**src/rtl/dtim_pkg.sv**
```systemverilog
// Shared definitions for the dual down-counting timer.
// Assumes a word-addressed bus. Offsets are word indices within one timer.
package dtim_pkg;
    localparam int REGS_PER_TIMER = 6;
    localparam int CTRL_W         = 3;
    localparam int CTRL_EN        = 0;
    localparam int CTRL_ONESHOT   = 1;
    localparam int CTRL_IE        = 2;

    typedef enum logic [2:0] {
        OFS_VALUE  = 3'd0,
        OFS_LOAD   = 3'd1,
        OFS_BGLOAD = 3'd2,
        OFS_CTRL   = 3'd3,
        OFS_RAW    = 3'd4,
        OFS_MASKED = 3'd5
    } reg_ofs_e;
endpackage

```
**src/rtl/dtim_decode.sv**
```systemverilog
// Address decoder: splits a word address into a timer select and a
// register offset, and flags addresses that lie past the last timer.
// Assumes the timers sit back to back, each REGS_PER_TIMER words wide.
module dtim_decode
    import dtim_pkg::*;
#(
    parameter int N_TIMERS = 2,
    parameter int ADDR_W   = 4,
    localparam int SEL_W   = (N_TIMERS > 1) ? $clog2(N_TIMERS) : 1
) (
    input  logic [ADDR_W-1:0] addr,
    output logic              in_range,
    output logic [SEL_W-1:0]  sel,
    output reg_ofs_e          ofs
);
    localparam int WINDOW = N_TIMERS * REGS_PER_TIMER;

    // Purpose: split the word index into timer number and register offset.
    always_comb begin
        int unsigned a;
        a        = 32'(addr);
        in_range = (a < WINDOW);
        sel      = SEL_W'(a / REGS_PER_TIMER);
        ofs      = reg_ofs_e'(3'(a % REGS_PER_TIMER));
        if (!in_range) begin
            sel = '0;
            ofs = OFS_VALUE;
        end
    end
endmodule

```
**src/rtl/dtim_channel.sv**
```systemverilog
// One down-counting timer with load, background load, control and raw
// status registers. Writes arrive already decoded for this timer.
// Assumes one decrement per clock and that a bus write overrides the
// counter's own update in the same cycle, except that the raw flag keeps
// an expiry when a clearing write lands in the same cycle.
module dtim_channel
    import dtim_pkg::*;
#(
    parameter int DATA_W = 32
) (
    input  logic              clk,
    input  logic              rst_n,
    input  logic              wr_en,
    input  reg_ofs_e          ofs,
    input  logic [DATA_W-1:0] wdata,
    output logic [DATA_W-1:0] rd_value,
    output logic              irq,
    output logic [DATA_W-1:0] count_o,
    output logic [DATA_W-1:0] load_o,
    output logic              raw_o,
    output logic              run_o,
    output logic              oneshot_o,
    output logic              ie_o
);
    logic [DATA_W-1:0] count_q, load_q, bgload_q;
    logic [CTRL_W-1:0] ctrl_q;
    logic              raw_q, halted_q;
    logic              running, expire, ack;

    // Purpose: decide whether the counter moves this cycle and whether it expires.
    always_comb begin
        running = ctrl_q[CTRL_EN] && !halted_q;
        expire  = running && (count_q == '0);
        ack     = wr_en && (ofs == OFS_RAW) && wdata[0];
    end

    // Purpose: counter, reload and one-shot halt, with bus writes taking priority.
    always_ff @(posedge clk) begin
        if (!rst_n) begin
            count_q  <= '0;
            load_q   <= '0;
            bgload_q <= '0;
            ctrl_q   <= '0;
            halted_q <= 1'b0;
        end else begin
            if (running) begin
                if (count_q != '0) begin
                    count_q <= count_q - 1'b1;
                end else if (ctrl_q[CTRL_ONESHOT]) begin
                    halted_q <= 1'b1;
                end else begin
                    count_q <= load_q;
                end
            end
            if (wr_en) begin
                case (ofs)
                    OFS_CTRL: begin
                        ctrl_q   <= wdata[CTRL_W-1:0];
                        halted_q <= 1'b0;
                        count_q  <= wdata[CTRL_EN] ? load_q : count_q;
                    end
                    OFS_LOAD: begin
                        load_q <= wdata;
                        if (ctrl_q[CTRL_EN]) begin
                            count_q  <= wdata;
                            halted_q <= 1'b0;
                        end
                    end
                    OFS_BGLOAD: begin
                        bgload_q <= wdata;
                        load_q   <= wdata;
                    end
                    default: ;
                endcase
            end
        end
    end

    // Purpose: raw status flag; an expiry wins over a clearing write in the same cycle.
    always_ff @(posedge clk) begin
        if (!rst_n) raw_q <= 1'b0;
        else        raw_q <= (raw_q && !ack) || expire;
    end

    // Purpose: select the addressed register for reads.
    always_comb begin
        rd_value = '0;
        case (ofs)
            OFS_VALUE:  rd_value = count_q;
            OFS_LOAD:   rd_value = load_q;
            OFS_BGLOAD: rd_value = bgload_q;
            OFS_CTRL:   rd_value = {{(DATA_W-CTRL_W){1'b0}}, ctrl_q};
            OFS_RAW:    rd_value = {{(DATA_W-1){1'b0}}, raw_q};
            OFS_MASKED: rd_value = {{(DATA_W-1){1'b0}}, raw_q & ctrl_q[CTRL_IE]};
            default:    rd_value = '0;
        endcase
    end

    // Purpose: interrupt line and observation outputs.
    always_comb begin
        irq       = raw_q && ctrl_q[CTRL_IE];
        count_o   = count_q;
        load_o    = load_q;
        raw_o     = raw_q;
        run_o     = running;
        oneshot_o = ctrl_q[CTRL_ONESHOT];
        ie_o      = ctrl_q[CTRL_IE];
    end
endmodule

```
**src/rtl/dual_countdown_timer.sv**
```systemverilog
// Top level: N_TIMERS down-counting timers behind one word-addressed window.
// Assumes single-cycle write strobes and a combinational read path.
module dual_countdown_timer
    import dtim_pkg::*;
#(
    parameter int N_TIMERS = 2,
    parameter int ADDR_W   = 4,
    parameter int DATA_W   = 32
) (
    input  logic                clk,
    input  logic                rst_n,
    input  logic [ADDR_W-1:0]   bus_addr,
    input  logic                bus_wr,
    input  logic                bus_rd,
    input  logic [DATA_W-1:0]   bus_wdata,
    output logic [DATA_W-1:0]   bus_rdata,
    output logic [N_TIMERS-1:0] irq
);
    localparam int SEL_W = (N_TIMERS > 1) ? $clog2(N_TIMERS) : 1;

    logic              in_range;
    logic [SEL_W-1:0]  sel;
    reg_ofs_e          ofs;
    logic [DATA_W-1:0] ch_rd    [N_TIMERS];
    logic [DATA_W-1:0] ch_count [N_TIMERS];
    logic [DATA_W-1:0] ch_load  [N_TIMERS];
    logic [N_TIMERS-1:0] ch_raw, ch_run, ch_oneshot, ch_ie;

    dtim_decode #(.N_TIMERS(N_TIMERS), .ADDR_W(ADDR_W)) u_dec (
        .addr(bus_addr), .in_range(in_range), .sel(sel), .ofs(ofs)
    );

    for (genvar i = 0; i < N_TIMERS; i++) begin : g_ch
        logic wr_here;
        assign wr_here = bus_wr && in_range && (32'(sel) == i);
        dtim_channel #(.DATA_W(DATA_W)) u_ch (
            .clk(clk), .rst_n(rst_n), .wr_en(wr_here), .ofs(ofs),
            .wdata(bus_wdata), .rd_value(ch_rd[i]), .irq(irq[i]),
            .count_o(ch_count[i]), .load_o(ch_load[i]), .raw_o(ch_raw[i]),
            .run_o(ch_run[i]), .oneshot_o(ch_oneshot[i]), .ie_o(ch_ie[i])
        );
    end

    // Purpose: return the addressed timer's register, or zero outside the window.
    always_comb begin
        bus_rdata = '0;
        for (int i = 0; i < N_TIMERS; i++) begin
            if (bus_rd && in_range && (32'(sel) == i)) bus_rdata = ch_rd[i];
        end
    end
endmodule

```
**config.mk**
```make
export PLATFORM = sky130hd
export DESIGN_NAME = dual_countdown_timer
export DESIGN_NICKNAME = d
export VERILOG_FILES = /design/src/rtl/dtim_pkg.sv /design/src/rtl/dtim_decode.sv /design/src/rtl/dtim_channel.sv /design/src/rtl/dual_countdown_timer.sv
export SDC_FILE = /design/constraint.sdc
export NUM_CORES = 1
export LEC_CHECK = 0
export ABC_AREA = 1
export ABC_CLOCK_PERIOD_IN_PS = 3140
export BUFFER_PORTS_ARGS = -buffer_cell sky130_fd_sc_hd__buf_2
export CORE_ASPECT_RATIO = 1.75
export CORE_MARGIN = 4
export CORE_UTILIZATION = 65
export CTS_CLUSTER_DIAMETER = 120
export CTS_CLUSTER_SIZE = 30
export DETAILED_ROUTE_END_ITERATION = 7
export HOLD_SLACK_MARGIN = 0.06
export PLACE_DENSITY_LB_ADDON = 0.2
export SLEW_MARGIN = 20
export SYNTH_ARGS = -nofsm -noshare
export SYNTH_HDL_FRONTEND = slang
export SYNTH_SLANG_ARGS = --single-unit
```
**constraint.sdc**
```tcl
create_clock -name clk -period 3.14 [get_ports clk]
set_input_delay 0.157 -clock clk [delete_from_list [all_inputs] [get_ports clk]]
set_output_delay 0.157 -clock clk [all_outputs]
set_load 0.03 [all_outputs]
```
==> impl_metrics.env <==
export IMPL_synth_ff_type="dfxtp_1"
export IMPL_row_count=71
export IMPL_cts_root_buf="clkbuf_16"
export IMPL_utilization_pct=70.1
export IMPL_die_width_um=120
export IMPL_drt_iter0_markers=2419
export IMPL_drv_slew=0
export IMPL_cts_num_sinks=202
export IMPL_multi_input_area_mm2=0.00871
export IMPL_grt_pass1_vias=15651
export IMPL_gr_usage_all_layers_pct=41.6
export IMPL_crit_top_cell="nand2_1"
export IMPL_ios=74
export IMPL_post_cts_resized=0
export IMPL_synth_seq_area_share_pct=28.1
export IMPL_drive_gt1_share_pct=7.79
export IMPL_max_stage_delay_ns=0.70
export IMPL_firstDrtPassIters=8
export IMPL_ys_warn_count=0
export IMPL_netlist_area_mm2=0.0144
export IMPL_initial_core_util_pct=66.3
export IMPL_synth_cell_types=38
export IMPL_crit_path_start_kind="register"
export IMPL_p_leak_nw=7.13
export IMPL_pre_cts_slack_ns=0.519
export IMPL_syn_nets=2454
export IMPL_synth_most_common_cell="nand2_1"
export IMPL_synth_top_area_share_pct=28.1
export IMPL_fillCellCount=2078
export IMPL_critPathMaxFanout=8
export IMPL_routabilityCongestion=0.999
export IMPL_slowest_stage="nor2_1"
export IMPL_antenna_found_initial=0
export IMPL_drt_vias_per_instance=6.21
export IMPL_clk_latency_ns=0.50
export IMPL_vdd_drop_max_mv=0.352
export IMPL_worst_pin_slew_ns=1.18
export IMPL_synth_common_cells="nand2_1, o21ai_0, nor2_1, inv_1, dfxtp_1"
export IMPL_setup_slack_ns=0.467
export IMPL_synthCells=2409
export IMPL_dp_hpwl_um=37400
export IMPL_crit_arrival_ns=3.09
export IMPL_cp_cell_sequence="inv_1 > ha_1 > nand2_1 > nor2_1 > nand2_1 > o21ai_0 > nand2_1 > nand2_1 > nand2_1 > nand2_1 > nand2_1 > a21oi_1"
export IMPL_timing_slew_headroom_pct=21.5
export IMPL_grt_pass1_wl_um=83200
export IMPL_io_buffers=73
export IMPL_gr_total_overflow=0
export IMPL_synth_edff_count=0
export IMPL_synth_area_leaders="dfxtp_1, nand2_1, o21ai_0"
export IMPL_hold_violations=0
export IMPL_violations="DRC"
export IMPL_async_flop_share_pct=0
export IMPL_h_tree_depth=1
export IMPL_core_area_mm2=0.0217
export IMPL_fp_dieH_um=205
export IMPL_period_minus_slack_ns=2.67
export IMPL_post_route_drc_count=1
export IMPL_syn2layout_area_growth_pct=5.71
export IMPL_cts_buffers=10
export IMPL_wirelength_um=52200
export IMPL_status="finished, violations left"
export IMPL_clk_pin_slew_ns=0.13
export IMPL_cp_end_kind="register"
export IMPL_postCtsSetupBuffers=0
export IMPL_wl_per_cell_um=19.4
export IMPL_yosys_area_top_type="dfxtp_1"
export IMPL_drv_cap=0
export IMPL_cts_buffer_depth=3
export IMPL_crit_family="simple AND/OR/NAND/NOR gates"
export IMPL_synth_seq_cells=202
export IMPL_setup_violations=0
export IMPL_power_density_mw_per_mm2=418
export IMPL_finClkSkew_ns=0.0310
export IMPL_diodes=0
export IMPL_die_area_mm2=0.0246
export IMPL_fmax_ghz=0.374
export IMPL_grt_start_max_net_pins=115
export IMPL_seq_area_mm2=0.00404
export IMPL_dr_total_vias=16727
export IMPL_min_path_type="primary input to register"
export IMPL_required_ns=3.56
export IMPL_tritoncts="done"
export IMPL_layout_nets=2447
export IMPL_critPathBufInv=1
export IMPL_rsz0062_at_grt="false"
export IMPL_synth_avg_cell_area_um2=5.97
export IMPL_path_class="register to register"
export IMPL_final_antenna_net_count=0
export IMPL_finalCritPeriodShare_pct=85.1
export IMPL_finalSetupTns_ns=0
## cell usage in the layout, fill, tap and decap left out
master | netlist | final
nand2_1 | 655 | 655
o21ai_0 | 340 | 340
nor2_1 | 268 | 267
inv_1 | 230 | 230
dfxtp_1 | 202 | 202
a21oi_1 | 158 | 158
nand3_1 | 125 | 125
buf_2 | 44 | 73
o211ai_1 | 60 | 60
a211oi_1 | 59 | 59
buf_4 | 13 | 32
nand4_1 | 25 | 25
xor2_1 | 22 | 22
inv_2 | 17 | 17
dlygate4sd3_1 | 0 | 15
nor2_2 | 11 | 12
clkbuf_16 | 0 | 11
nand2_2 | 10 | 10
o221ai_1 | 10 | 10
mux2i_1 | 10 | 10
o21ai_1 | 9 | 9
o22ai_1 | 8 | 8
a211oi_2 | 8 | 8
nand2_4 | 6 | 6
nor3_1 | 5 | 5
ha_1 | 5 | 5
buf_12 | 0 | 5
nor2_4 | 4 | 4
o31ai_1 | 4 | 4
nand3_2 | 3 | 3
nor2_8 | 3 | 3
clkinv_1 | 2 | 2
nand3b_1 | 2 | 2
o21bai_2 | 1 | 1
or2_2 | 1 | 1
or2_0 | 1 | 1
o21bai_1 | 1 | 1
inv_6 | 0 | 1
## cell families (layout without fill, tap and decap cells)
family / count (synthesis) / after routing / synth area share [%]
AOI/OAI and AO/OA: 658 / 658 / 25.9
xor gates and xnor gates: 22 / 22 / 1.34
buffers and inverters: 393 / 386 / 11.3
and+or+nand+nor: 1119 / 1119 / 32.2
DFF: 202 / 202 / 28.1
adders and majority gates: 5 / 5 / 0.435
muxes: 10 / 10 / 0.697
## timing repair
| item | 4_1_cts | 5_1_grt |
|---|---|---|
| endpoints found under the hold margin | 30 | 0 |
| endpoints found under the setup margin | 0 | 0 |
| hold buffers | 15 | 0 |
## metal layers
| metal | vias to the layer above | share of wire [%] | GRT usage (%) |
|---|---|---|---|
| met5 | - | 0 | 0 |
| met2 | 1153 | 46 | 67.9 |
| li1 | 7902 | - | - |
| met1 | 7442 | 36 | 51.6 |
| met4 | 0 | 7.2 | 26.0 |
| met3 | 230 | 10 | 5.52 |
## power by group
group          switching, mW  internal [mW]
logic                   1.46          0.581
registers              0.103           2.67
clock network          0.894          0.642
## worst reg2reg max path, stage by stage, from the launching register on
cell     delay, ns
dfxtp_1       0.32
inv_1         0.19
ha_1          0.39
nand2_1       0.20
nor2_1        0.70
nand2_1       0.16
o21ai_0       0.23
nand2_1       0.07
nand2_1       0.06
nand2_1       0.06
nand2_1       0.05
nand2_1       0.05
a21oi_1       0.12
## stage by stage
step | std cells | total power [mW] | cell area [um2] | hold WS, ns
floorplan | 2409 | 4.12 | 14400 | 0.341
global placement | 2667 | 4.73 | 14800 | 0.467
detailed placement | 2667 | 4.76 | 14800 | 0.472
CTS | 2694 | 6.25 | 15200 | 0.0610
global route | 2694 | 6.60 | 15200 | 0.0876
finish | 2694 | 6.35 | 15200 | 0.0671
## path summary, 6_finish.rpt
kind                                             start                                    end  slack, ns  depth (start not counted)
setup / recovery  g_ch[1].u_ch.count_o[1]$_SDFFE_PN0P_  g_ch[1].u_ch.count_o[30]$_SDFFE_PN0P_       0.47                         12
hold / removal                           bus_wdata[22]   g_ch[1].u_ch.load_o[22]$_SDFFE_PN0P_       0.07                          3
setup reg to reg  g_ch[1].u_ch.count_o[1]$_SDFFE_PN0P_  g_ch[1].u_ch.count_o[30]$_SDFFE_PN0P_       0.47                         12
hold reg to reg    g_ch[0].u_ch.ctrl_q[2]$_SDFFE_PN0P_    g_ch[0].u_ch.ctrl_q[2]$_SDFFE_PN0P_       0.49                          2
## sequential cells by signal, summed over array words and instances (netlist names)
name	cells
g_ch.u_ch.bgload_q	64
g_ch.u_ch.count_o	64
g_ch.u_ch.load_o	64
g_ch.u_ch.ctrl_q	6
g_ch.u_ch.halted_q	2
g_ch.u_ch.raw_o	2
## area by class of cell
class,count,share of cell area (%)
multi-input cells,1814,57.3
flip-flops and latches,202,26.6
inverters,249,6.15
repair buffers,125,5.63
well taps,292,2.40
clock buffers,11,1.81
clock inverters,1,0.0577
Power figures use the tool's default switching activity.
